===== config.mk =====
export PLATFORM = sky130hd
export DESIGN_NAME = fp_status_unit
export DESIGN_NICKNAME = d
export VERILOG_FILES = /design/src/rtl/fpsu_pkg.sv /design/src/rtl/fpsu_exc_prio.sv /design/src/rtl/fpsu_rnd_sel.sv /design/src/rtl/fpsu_cc_bank.sv /design/src/rtl/fp_status_unit.sv
export SDC_FILE = /design/constraint.sdc
export NUM_CORES = 1
export LEC_CHECK = 0
export ABC_AREA = 1
export CAP_MARGIN = 40
export CORE_ASPECT_RATIO = 2
export CORE_UTILIZATION = 30
export DETAILED_ROUTE_END_ITERATION = 10
export SLEW_MARGIN = 20
export SYNTH_ARGS = -nofsm -noshare
export SYNTH_HDL_FRONTEND = slang
export SYNTH_SLANG_ARGS = --single-unit

===== constraint.sdc =====
create_clock -name clk -period 2.35 [get_ports clk]
set_input_delay 0.3525 -clock clk [delete_from_list [all_inputs] [get_ports clk]]
set_output_delay 0.3525 -clock clk [all_outputs]
set_load 0.02 [all_outputs]

===== src/rtl/fpsu_pkg.sv =====
package fpsu_pkg;
    parameter int EXC_W  = 5;
    parameter int NUM_CC = 4;
    parameter int CC_W   = 2;
    parameter int RND_W  = 2;
    localparam int CCSEL_W = $clog2(NUM_CC);

    typedef enum logic [1:0] {
        OP_ARITH = 2'd0,
        OP_CMP   = 2'd1,
        OP_CMOV  = 2'd2,
        OP_F2I   = 2'd3
    } op_kind_e;

    localparam logic [RND_W-1:0] RND_TOWARD_ZERO = 2'd1;

    typedef struct packed {
        logic [NUM_CC-1:0][CC_W-1:0] fcc;
        logic [RND_W-1:0]            rnd;
        logic [EXC_W-1:0]            tem;
        logic [EXC_W-1:0]            aexc;
        logic [EXC_W-1:0]            cexc;
    } stat_t;

    localparam int STAT_W = $bits(stat_t);

    typedef struct packed {
        stat_t            stat;
        logic             trap;
        logic [EXC_W-1:0] cause;
    } ctl_state_t;
endpackage


===== src/rtl/fpsu_exc_prio.sv =====
module fpsu_exc_prio #(
    parameter int W = 5
) (
    input  logic [W-1:0] req,
    output logic [W-1:0] grant
);
    logic [W:0] above;

    assign above[W] = 1'b0;

    for (genvar i = W - 1; i >= 0; i--) begin : g_chain
        assign above[i] = above[i+1] | req[i];
        assign grant[i] = req[i] & ~above[i+1];
    end
endmodule


===== src/rtl/fpsu_rnd_sel.sv =====
module fpsu_rnd_sel #(
    parameter int RW = 2,
    parameter logic [RW-1:0] RZ = '0
) (
    input  logic          force_rz,
    input  logic          ovr_en,
    input  logic [RW-1:0] ovr_rnd,
    input  logic [RW-1:0] base_rnd,
    output logic [RW-1:0] rnd
);
    always_comb begin
        if (force_rz)    rnd = RZ;
        else if (ovr_en) rnd = ovr_rnd;
        else             rnd = base_rnd;
    end
endmodule


===== src/rtl/fpsu_cc_bank.sv =====
module fpsu_cc_bank #(
    parameter int N  = 4,
    parameter int CW = 2,
    localparam int SW = $clog2(N)
) (
    input  logic [N-1:0][CW-1:0] cur,
    input  logic                 we,
    input  logic [SW-1:0]        sel,
    input  logic [CW-1:0]        val,
    output logic [N-1:0][CW-1:0] nxt
);
    for (genvar i = 0; i < N; i++) begin : g_field
        assign nxt[i] = (we && sel == SW'(i)) ? val : cur[i];
    end
endmodule


===== src/rtl/fp_status_unit.sv =====
module fp_status_unit
    import fpsu_pkg::*;
(
    input  logic               clk,
    input  logic               rst,
    input  logic               op_valid,
    input  logic [1:0]         op_kind,
    input  logic [EXC_W-1:0]   op_exc,
    input  logic [CC_W-1:0]    op_cc,
    input  logic [CCSEL_W-1:0] op_dst_lo,
    input  logic               gsr_im,
    input  logic [RND_W-1:0]   gsr_rnd,
    input  logic               sw_we,
    input  logic [STAT_W-1:0]  sw_wdata,
    output logic [STAT_W-1:0]  stat_q,
    output logic               trap_pulse,
    output logic [EXC_W-1:0]   trap_cause,
    output logic [RND_W-1:0]   eff_rnd
);
    ctl_state_t state_d, state_q;
    op_kind_e   kind;
    logic [EXC_W-1:0] hit;
    logic [EXC_W-1:0] first_hit;
    logic             any_hit;
    logic             cc_we;
    logic [NUM_CC-1:0][CC_W-1:0] fcc_nxt;

    assign kind    = op_kind_e'(op_kind);
    assign hit     = op_exc & state_q.stat.tem;
    assign any_hit = |hit;
    assign cc_we   = op_valid && !sw_we && kind == OP_CMP && !any_hit;

    fpsu_exc_prio #(.W(EXC_W)) u_prio (
        .req   (hit),
        .grant (first_hit)
    );

    fpsu_cc_bank #(.N(NUM_CC), .CW(CC_W)) u_cc (
        .cur (state_q.stat.fcc),
        .we  (cc_we),
        .sel (op_dst_lo),
        .val (op_cc),
        .nxt (fcc_nxt)
    );

    fpsu_rnd_sel #(.RW(RND_W), .RZ(RND_TOWARD_ZERO)) u_rnd (
        .force_rz (op_valid && kind == OP_F2I),
        .ovr_en   (gsr_im),
        .ovr_rnd  (gsr_rnd),
        .base_rnd (state_q.stat.rnd),
        .rnd      (eff_rnd)
    );

    always_comb begin
        state_d       = state_q;
        state_d.trap  = 1'b0;
        state_d.cause = '0;
        if (sw_we) begin
            state_d.stat = stat_t'(sw_wdata);
        end else if (op_valid) begin
            if (kind == OP_CMOV) begin
                state_d.stat.cexc = '0;
            end else if (any_hit) begin
                state_d.stat.cexc = first_hit;
                state_d.trap      = 1'b1;
                state_d.cause     = first_hit;
            end else begin
                state_d.stat.cexc = op_exc;
                state_d.stat.aexc = state_q.stat.aexc | op_exc;
                state_d.stat.fcc  = fcc_nxt;
            end
        end
    end

    always_ff @(posedge clk) begin
        if (rst) state_q <= '0;
        else     state_q <= state_d;
    end

    assign stat_q     = state_q.stat;
    assign trap_pulse = state_q.trap;
    assign trap_cause = state_q.cause;
endmodule


==> results.py, run 1 <==
metrics = {
    "final_layout": {
        "fin_nets": 319,
        "seq_area_um2": 621,
        "fin_area_um2": 2340,
        "fillers": 491,
        "layout_common_cells": "clkdlybuf4s50_1, nand2_1, dfxtp_1",
        "antenna_cells": 0,
        "layout-drive-gt1-share": 0.0758,
        "layout_commonest_cell": "clkdlybuf4s50_1",
        "multi_input_area_um2": 709,
        "area_delta_synth_final_pct": 64.5,
    },
    "timing": {
        "max_freq_mhz": 476,
        "finalClockSkew_ps": 4.63,
        "finalSetupViolations": 0,
        "slew_viol_final": 0,
        "rsz0062_at_grt": "no",
        "setup_tns_ps": 0,
        "tightestPinTransition_ps": 481,
        "relSlewSlack": 0.678,
        "finalWorstSetupSlack_ps": 250,
        "fin_crit_sh": 0.894,
        "period_minus_slack_ps": 2100,
        "hold_viol_final": 0,
    },
    "global_route": {
        "grt_use_total": 0.194,
        "antenna_found_initial": 0,
        "grt_pass1_wl_um": 7100,
        "grt_max_degree": 17,
        "grt_pass1_vias": 1544,
        "grt-ovfl-total": 0,
    },
    "power_and_ir_drop": {
        "ir_worst_vdd_v": 0.000421,
        "p_per_area_nw_per_um2": 580,
        "power.leakage_nw": 0.972,
    },
    "worst_setup_path": {
        "critPathLaunchType": "input port",
        "crit_arrival_ps": 1750,
        "crit_family": "buffers and inverters",
        "endpoint_kind": "primary output",
        "path_cells": "clkdlybuf4s50_1 > nand3_1 > o211ai_1 > clkdlybuf4s50_1",
        "cp.buffers_inverters": 2,
        "worstPathMaxFanout": 4,
        "slowest_stage": "clkdlybuf4s50_1",
        "rrSetupSlack_ps": 990,
        "cpMostUsedCell": "clkdlybuf4s50_1",
        "crit_type": "input port to primary output",
        "required_ps": 2000,
        "max_stage_delay_ps": 630,
    },
    "cts": {
        "clk_pin_slew_ps": 60,
        "cts_htree_levels": 2,
        "root_buffer": "clkbuf_8",
        "hold_buffers": 0,
        "cts_tree": "yes",
        "clock_sinks": 31,
        "cts_setup_buffers": 0,
        "worst_skew_pair.late_latency_ps": 280,
        "numCtsBuffers": 5,
        "cts_resized": 0,
        "clock_path_buffers": 2,
    },
    "run_status": {
        "outcome": "finished clean",
    },
    "synth": {
        "ys_seq_elements": 31,
        "syn_nets": 241,
        "synth_top_area_cell": "dfxtp_1",
        "synthTopCellsByArea": "dfxtp_1, nand2_1, a21oi_1",
        "synthCells": 198,
        "ys_types": 23,
        "ys_warn_count": 0,
        "synth_area_per_cell_um2": 7.17,
        "synth_top_area_share": 0.437,
        "seq_area_frac_synth": 0.437,
        "netlist_area_um2": 1420,
    },
    "floorplan": {
        "rows": 35,
        "dieWidth_um": 50.7,
        "die-height_um": 99.3,
        "boundaryPins": 76,
        "die-area_um2": 5030,
        "initial_core_util": 0.312,
        "core_um2": 4550,
    },
    "run": {
        "cap_violations": 0,
    },
    "drt": {
        "drt-wirelength-per-cell_um": 13.1,
        "finalWirelength_um": 4360,
        "viasPerCell": 4.72,
        "route.vias.total": 1567,
        "firstDrtPassIters": 4,
        "antenna_left": 0,
        "drc": 0,
        "drtIter0Drc": 22,
    },
    "min_path": {
        "hold_path.class": "register to register",
    },
    "place": {
        "io_buffers": 75,
        "place_congestion": 0.864,
        "place_ws_ps": 259,
        "place_area_um2": 2240,
        "dp_hpwl_um": 3410,
    },
}
==> report_power, final <==
part	switching [W]	internal, W	total, W
logic	0.000161	0.000161	0.000322
registers	0.0000167	0.000555	0.000572
clock network	0.000193	0.000267	0.000460
total	0.000371	0.000983	0.00135
==> final cells by class <==
type | count | area share
inverter | 15 | 0.0241
clock buffer | 8 | 0.0428
sequential | 31 | 0.266
multi-input combinational | 144 | 0.304
timing repair buffer | 79 | 0.334
tap | 55 | 0.0295
==> cell families after synthesis <==
family,synth area share
and+or+nand+nor,0.346
DFF,0.437
buffers and inverters,0.0634
AOI/OAI and AO/OA,0.153
==> worst reg2reg max path: stages, from the launching register on <==
cell	delay [ps]
dfxtp_1	320
nand2_1	150
nand2_4	100
nor2_8	160
nand2_4	90
nor3_4	240
nand2_1	110
a21oi_1	120
==> final timing paths <==
path                    from    endpoint  cells past startpoint
setup / recovery    op_valid  eff_rnd[0]                      4
hold / removal    stat_q[15]  stat_q[15]                      2
setup reg to reg  stat_q[14]   stat_q[5]                      7
hold reg to reg   stat_q[15]  stat_q[15]                      2
==> layer usage <==
layer	global-route usage	routed length, um	up-vias
met3	0.0367	169	6
met4	0.115	102	0
met5	0	0	-
met2	0.379	2620	48
met1	0.172	1470	706
li1	-	-	807
==> per-stage QoR <==
| stage | cells | power, W | util | hold WS [ps] |
|---|---|---|---|---|
| 3_3_place_gp | 324 | 0.000906 | 0.491 | 472 |
| 2_1_floorplan | 198 | 0.000736 | - | 422 |
| 4_1_cts | 332 | 0.00137 | 0.513 | 481 |
| 5_1_grt | 332 | 0.00142 | 0.513 | 510 |
| 3_5_place_dp | 324 | 0.000908 | 0.491 | 472 |
| 6_report | 332 | 0.00135 | 0.513 | 476 |
==> state kept, by name, summed over array words and instances (netlist names) <==
signal	cells
stat_q	25
trap_cause	5
trap_pulse	1
==> cell usage after synthesis <==
| cell type | number |
|---|---|
| o2111ai_1 | 1 |
| clkbuf_1 | 5 |
| dfxtp_1 | 31 |
| inv_1 | 12 |
| nor2_8 | 1 |
| nand2_4 | 2 |
| nor2_1 | 21 |
| nand3_2 | 1 |
| buf_2 | 3 |
| o211ai_1 | 1 |
| a22oi_1 | 4 |
| nand4_1 | 4 |
| a21oi_1 | 20 |
| nor4_1 | 1 |
| a31oi_1 | 1 |
| nor3b_1 | 1 |
| nor3_4 | 2 |
| inv_2 | 3 |
| nor2_2 | 1 |
| o21ai_0 | 13 |
| nand2_1 | 54 |
| nor3_1 | 1 |
| nand3_1 | 15 |
No activity file was read; power rests on OpenSTA's default activity.
==> inputs of run 2 (changes only) <==
--- a/config.mk
+++ b/config.mk
@@ -10,7 +10,9 @@
 export CORE_ASPECT_RATIO = 2
 export CORE_UTILIZATION = 30
 export DETAILED_ROUTE_END_ITERATION = 10
+export REMOVE_ABC_BUFFERS = 1
 export SLEW_MARGIN = 20
 export SYNTH_ARGS = -nofsm -noshare
 export SYNTH_HDL_FRONTEND = slang
 export SYNTH_SLANG_ARGS = --single-unit
+export TNS_END_PERCENT = 1
==> constraint.sdc (replaced) <==
create_clock -name clk -period 2.35 [get_ports clk]
set_input_delay 0.235 -clock clk [delete_from_list [all_inputs] [get_ports clk]]
set_output_delay 0.235 -clock clk [all_outputs]
set_load 0.02 [all_outputs]
==> run 2 against run 1 <==
Fmax up 15%. Global-route usage decreased by 1.0 points. Clock-buffer cell count is 2 lower.
==> results.py, run 2 (synthesis gave the netlist of run 1 again) <==
metrics = {
    "cts": {
        "hold_buffers": 0,
        "cts_resized": 0,
        "clk_pin_slew_ps": 60,
        "root_buffer": "clkbuf_8",
        "numCtsBuffers": 5,
        "clock_path_buffers": 2,
        "clock_sinks": 31,
        "cts_tree": "yes",
        "cts_setup_buffers": 0,
        "cts_htree_levels": 2,
        "worst_skew_pair.late_latency_ps": 280,
    },
    "run": {
        "cap_violations": 0,
    },
    "worst_setup_path": {
        "critPathLaunchType": "input port",
        "worstPathMaxFanout": 4,
        "r2r-end": "stat_q[5]",
        "rrSetupSlack_ps": 950,
        "crit_arrival_ps": 1590,
        "required_ps": 2120,
        "r2r-start": "stat_q[14]",
        "endpoint_kind": "primary output",
        "ff2ff_path_depth": 7,
        "crit_type": "input port to primary output",
    },
    "place": {
        "place_ws_ps": 513,
        "io_buffers": 75,
        "dp_hpwl_um": 3350,
        "place_area_um2": 2240,
        "place_congestion": 0.908,
    },
    "floorplan": {
        "rows": 35,
        "initial_core_util": 0.312,
        "die-height_um": 99.3,
        "dieWidth_um": 50.7,
        "boundaryPins": 76,
        "core_um2": 4550,
        "die-area_um2": 5030,
    },
    "final_layout": {
        "fin_nets": 319,
        "largest_reg_flops": 25,
        "antenna_cells": 0,
        "layout_commonest_cell": "clkdlybuf4s50_1",
        "fin_area_um2": 2350,
        "layout-drive-gt1-share": 0.0794,
        "layout_common_cells": "clkdlybuf4s50_1, nand2_1, dfxtp_1",
        "area_delta_synth_final_pct": 65.7,
        "fillers": 467,
    },
    "timing": {
        "finalClockSkew_ps": 4.13,
        "finalSetupViolations": 0,
        "finalWorstSetupSlack_ps": 523,
        "rsz0062_at_grt": "no",
        "relSlewSlack": 0.685,
        "slew_viol_final": 0,
        "fin_crit_sh": 0.778,
        "max_freq_mhz": 547,
        "period_minus_slack_ps": 1830,
        "tightestPinTransition_ps": 471,
        "setup_tns_ps": 0,
        "hold_viol_final": 0,
        "hold_slack_ps": 477,
    },
    "min_path": {
        "hold_path_end": "stat_q[16]",
        "hold_depth": 2,
        "hold_start": "stat_q[16]",
        "hold_path.class": "register to register",
    },
    "run_status": {
        "outcome": "finished clean",
    },
    "drt": {
        "drtIter0Drc": 37,
        "finalWirelength_um": 4190,
        "viasPerCell": 4.80,
        "route.vias.total": 1594,
        "firstDrtPassIters": 4,
        "antenna_left": 0,
        "drc": 0,
        "drt-wirelength-per-cell_um": 12.6,
    },
    "power_and_ir_drop": {
        "p_per_area_nw_per_um2": 608,
        "power.leakage_nw": 0.982,
        "ir_worst_vdd_v": 0.000500,
    },
    "global_route": {
        "grt_max_degree": 17,
        "grt_pass1_wl_um": 6850,
        "grt_use_total": 0.184,
        "grt-ovfl-total": 0,
        "grt_pass1_vias": 1440,
        "antenna_found_initial": 0,
    },
}
run 2: cell types whose count changed in the layout (fill, tap and decap cells not counted), sizes merged:
cell    before  now
clkbuf       8    6
bufinv       0    1
clkinv       0    1
run 2: worst max-delay path by stage:
stage,from,endpoint,cells past startpoint
finish,op_valid,eff_rnd[0],4
detailed placement,op_valid,eff_rnd[0],4
CTS,op_valid,eff_rnd[0],4
floorplan,stat_q[14],stat_q[5],7
global route,gsr_im,eff_rnd[1],6
global placement,op_valid,eff_rnd[0],4
run 2: stage by stage:
step / std cells / utilization / total power (W)
2_1_floorplan: 190 / - / 0.000725
3_3_place_gp: 324 / 0.491 / 0.000906
3_5_place_dp: 324 / 0.491 / 0.000908
4_1_cts: 332 / 0.517 / 0.00144
5_1_grt: 332 / 0.517 / 0.00150
6_report: 332 / 0.517 / 0.00143
run 2: report_power, final:
part           switching [W]  internal (W)
Combinational       0.000160      0.000161
Sequential         0.0000166      0.000555
Clock               0.000196      0.000343
run 2: critical path, stage by stage:
cell	delay [ps]
clkdlybuf4s50_1	530
nand3_1	110
o211ai_1	100
clkdlybuf4s50_1	630
run 2: cell type report:
class | count | area [um^2] | area share
inverter | 15 | 56.3 | 0.0239
clock buffer | 6 | 82.6 | 0.0351
tap | 55 | 68.8 | 0.0292
timing repair buffer | 79 | 781 | 0.332
sequential | 31 | 621 | 0.264
multi-input combinational | 144 | 709 | 0.301
clock inverter | 2 | 35.0 | 0.0149
run 2: layer usage:
layer	track usage	vias up	share of wire
li1	-	810	-
met1	0.176	725	0.34
met2	0.357	52	0.59
met3	0.0367	7	0.040
met4	0.0833	0	0.025
met5	0	-	0
==> inputs of run 3 (changes only) <==
==> constraint.sdc (replaced) <==
create_clock -name clk -period 1.8 [get_ports clk]
set_input_delay 0.18 -clock clk [delete_from_list [all_inputs] [get_ports clk]]
set_output_delay 0.18 -clock clk [all_outputs]
set_load 0.02 [all_outputs]
==> run 3 against run 2 <==
Hold slack improved by 5.7 ps. Cell area up 2.3%. Routed wire length increased by 0.88%. Final cell count rose by 3.6%. Sequential share of layout area down 0.59 points. Die area did not move. Critical path type unchanged. Largest cell class unchanged. Highest routed layer unchanged.
==> results.py, run 3 (synthesis gave the netlist of run 1 again) <==
metrics = {
    "worst_setup_path": {
        "path_cells": "clkdlybuf4s50_1 > nand2_1 > o21ai_0 > nand2_1 > inv_1 > clkdlybuf4s50_1",
        "required_ps": 1620,
        "worstPathMaxFanout": 4,
        "slowest_stage": "clkdlybuf4s50_1",
        "critPathLaunchType": "input port",
        "max_stage_delay_ps": 580,
        "crit_family": "buffers and inverters",
        "cp.buffers_inverters": 3,
        "endpoint_kind": "primary output",
        "crit_arrival_ps": 1520,
        "crit_type": "input port to primary output",
    },
    "cts": {
        "cts_resized": 0,
        "cts_tree": "yes",
        "cts_htree_levels": 2,
        "numCtsBuffers": 5,
        "hold_buffers": 0,
        "clock_path_buffers": 2,
        "root_buffer": "clkbuf_8",
        "clk_pin_slew_ps": 60,
        "cts_setup_buffers": 0,
        "clock_sinks": 31,
        "worst_skew_pair.late_latency_ps": 280,
    },
    "power_and_ir_drop": {
        "seqPwrFrac": 0.442,
        "power.switching_w": 0.000471,
        "p_per_area_nw_per_um2": 703,
        "comb_power_share": 0.258,
        "clockPowerShare": 0.301,
        "power.internal_w": 0.00122,
        "swShare": 0.278,
        "power.leakage_nw": 1.02,
        "ir_worst_vdd_v": 0.000419,
    },
    "final_layout": {
        "largest_reg_flops": 25,
        "fin_area_um2": 2410,
        "finalNonFillerCells": 344,
        "final_util": 0.529,
        "fin_nets": 331,
        "layout_commonest_cell": "clkdlybuf4s50_1",
        "layout_common_cells": "clkdlybuf4s50_1, nand2_1, dfxtp_1",
        "fillers": 483,
        "layout-drive-gt1-share": 0.111,
        "area_delta_synth_final_pct": 69.5,
        "antenna_cells": 0,
    },
    "drt": {
        "antenna_left": 0,
        "drtIter0Drc": 31,
        "drt-wirelength-per-cell_um": 12.3,
        "finalWirelength_um": 4230,
        "firstDrtPassIters": 4,
        "route.vias.total": 1583,
        "drc": 0,
        "viasPerCell": 4.60,
    },
    "place": {
        "io_buffers": 75,
        "dp_hpwl_um": 3420,
        "dp.cells": 336,
        "place_area_um2": 2330,
        "place_congestion": 0.914,
    },
    "timing": {
        "finalClockSkew_ps": 3.22,
        "hold_viol_final": 0,
        "finalSetupViolations": 0,
        "slew_viol_final": 0,
        "relSlewSlack": 0.748,
        "setup_tns_ps": 0,
        "hold_slack_ps": 482,
        "max_freq_mhz": 588,
        "rsz0062_at_grt": "no",
        "fin_crit_sh": 0.945,
        "tightestPinTransition_ps": 377,
        "period_minus_slack_ps": 1700,
    },
    "floorplan": {
        "die-area_um2": 5030,
        "dieWidth_um": 50.7,
        "initial_core_util": 0.312,
        "rows": 35,
        "boundaryPins": 76,
        "die-height_um": 99.3,
        "core_um2": 4550,
    },
    "run": {
        "cap_violations": 0,
    },
    "global_route": {
        "grt_use_total": 0.189,
        "grt-ovfl-total": 0,
        "grt_max_degree": 17,
        "antenna_found_initial": 0,
        "grt_pass1_vias": 1538,
        "grt_pass1_wl_um": 7020,
    },
    "min_path": {
        "hold_path.class": "register to register",
    },
    "run_status": {
        "outcome": "finished clean",
    },
}
run 3: cell types whose count changed in the layout (fill, tap and decap cells not counted), sizes merged:
cell	change
bufinv	-1
buf	+12
clkbuf	+1
run 3: final timing paths:
check                                  end  startpoint  cells past startpoint  slack, ps
worst max-delay path            eff_rnd[1]      gsr_im                      6        100
worst min register to register  stat_q[15]  stat_q[15]                      2        480
worst max register to register   stat_q[9]  stat_q[13]                      7        450
worst min-delay path            stat_q[15]  stat_q[15]                      2        480
run 3: layout make-up:
| type | count | area, um^2 | area share |
|---|---|---|---|
| clock buffers | 7 | 76.3 | 0.0317 |
| inverters | 15 | 56.3 | 0.0234 |
| multi-input cells | 144 | 709 | 0.295 |
| repair buffers | 91 | 871 | 0.362 |
| clock inverters | 1 | 5.00 | 0.00208 |
| well taps | 55 | 68.8 | 0.0286 |
| flip-flops and latches | 31 | 621 | 0.258 |
run 3: layer usage:
metal	vias up	part of all wire	GRT usage	wire length (um)
met1	690	0.34	0.175	1460
met3	11	0.036	0.0428	153
met4	0	0.032	0.100	134
met5	-	0	0	0
li1	832	-	-	-
met2	50	0.59	0.364	2480
run 3: stage by stage:
stage	total power (W)	worst slack (ps)
final	0.00169	98.8
after global routing	0.00180	8.61
after CTS	0.00171	94.6
after detailed placement	0.00120	94.6
after global placement	0.00120	110
after floorplan	0.000947	578
run 3: power groups by stage:
stage | clock [W] | combinational, W | sequential [W]
final | 0.000509 | 0.000437 | 0.000748
after global routing | 0.000569 | 0.000478 | 0.000753
after CTS | 0.000523 | 0.000441 | 0.000749
after detailed placement | 0 | 0.000439 | 0.000763
after global placement | 0 | 0.000439 | 0.000762
after floorplan | 0 | 0.000139 | 0.000808
run 3: worst register-to-register path: cells and delay by family (launching register included):
kind            cells  cell delay (ps)
compound gates      1              130
flops               1              340
simple gates        6              830
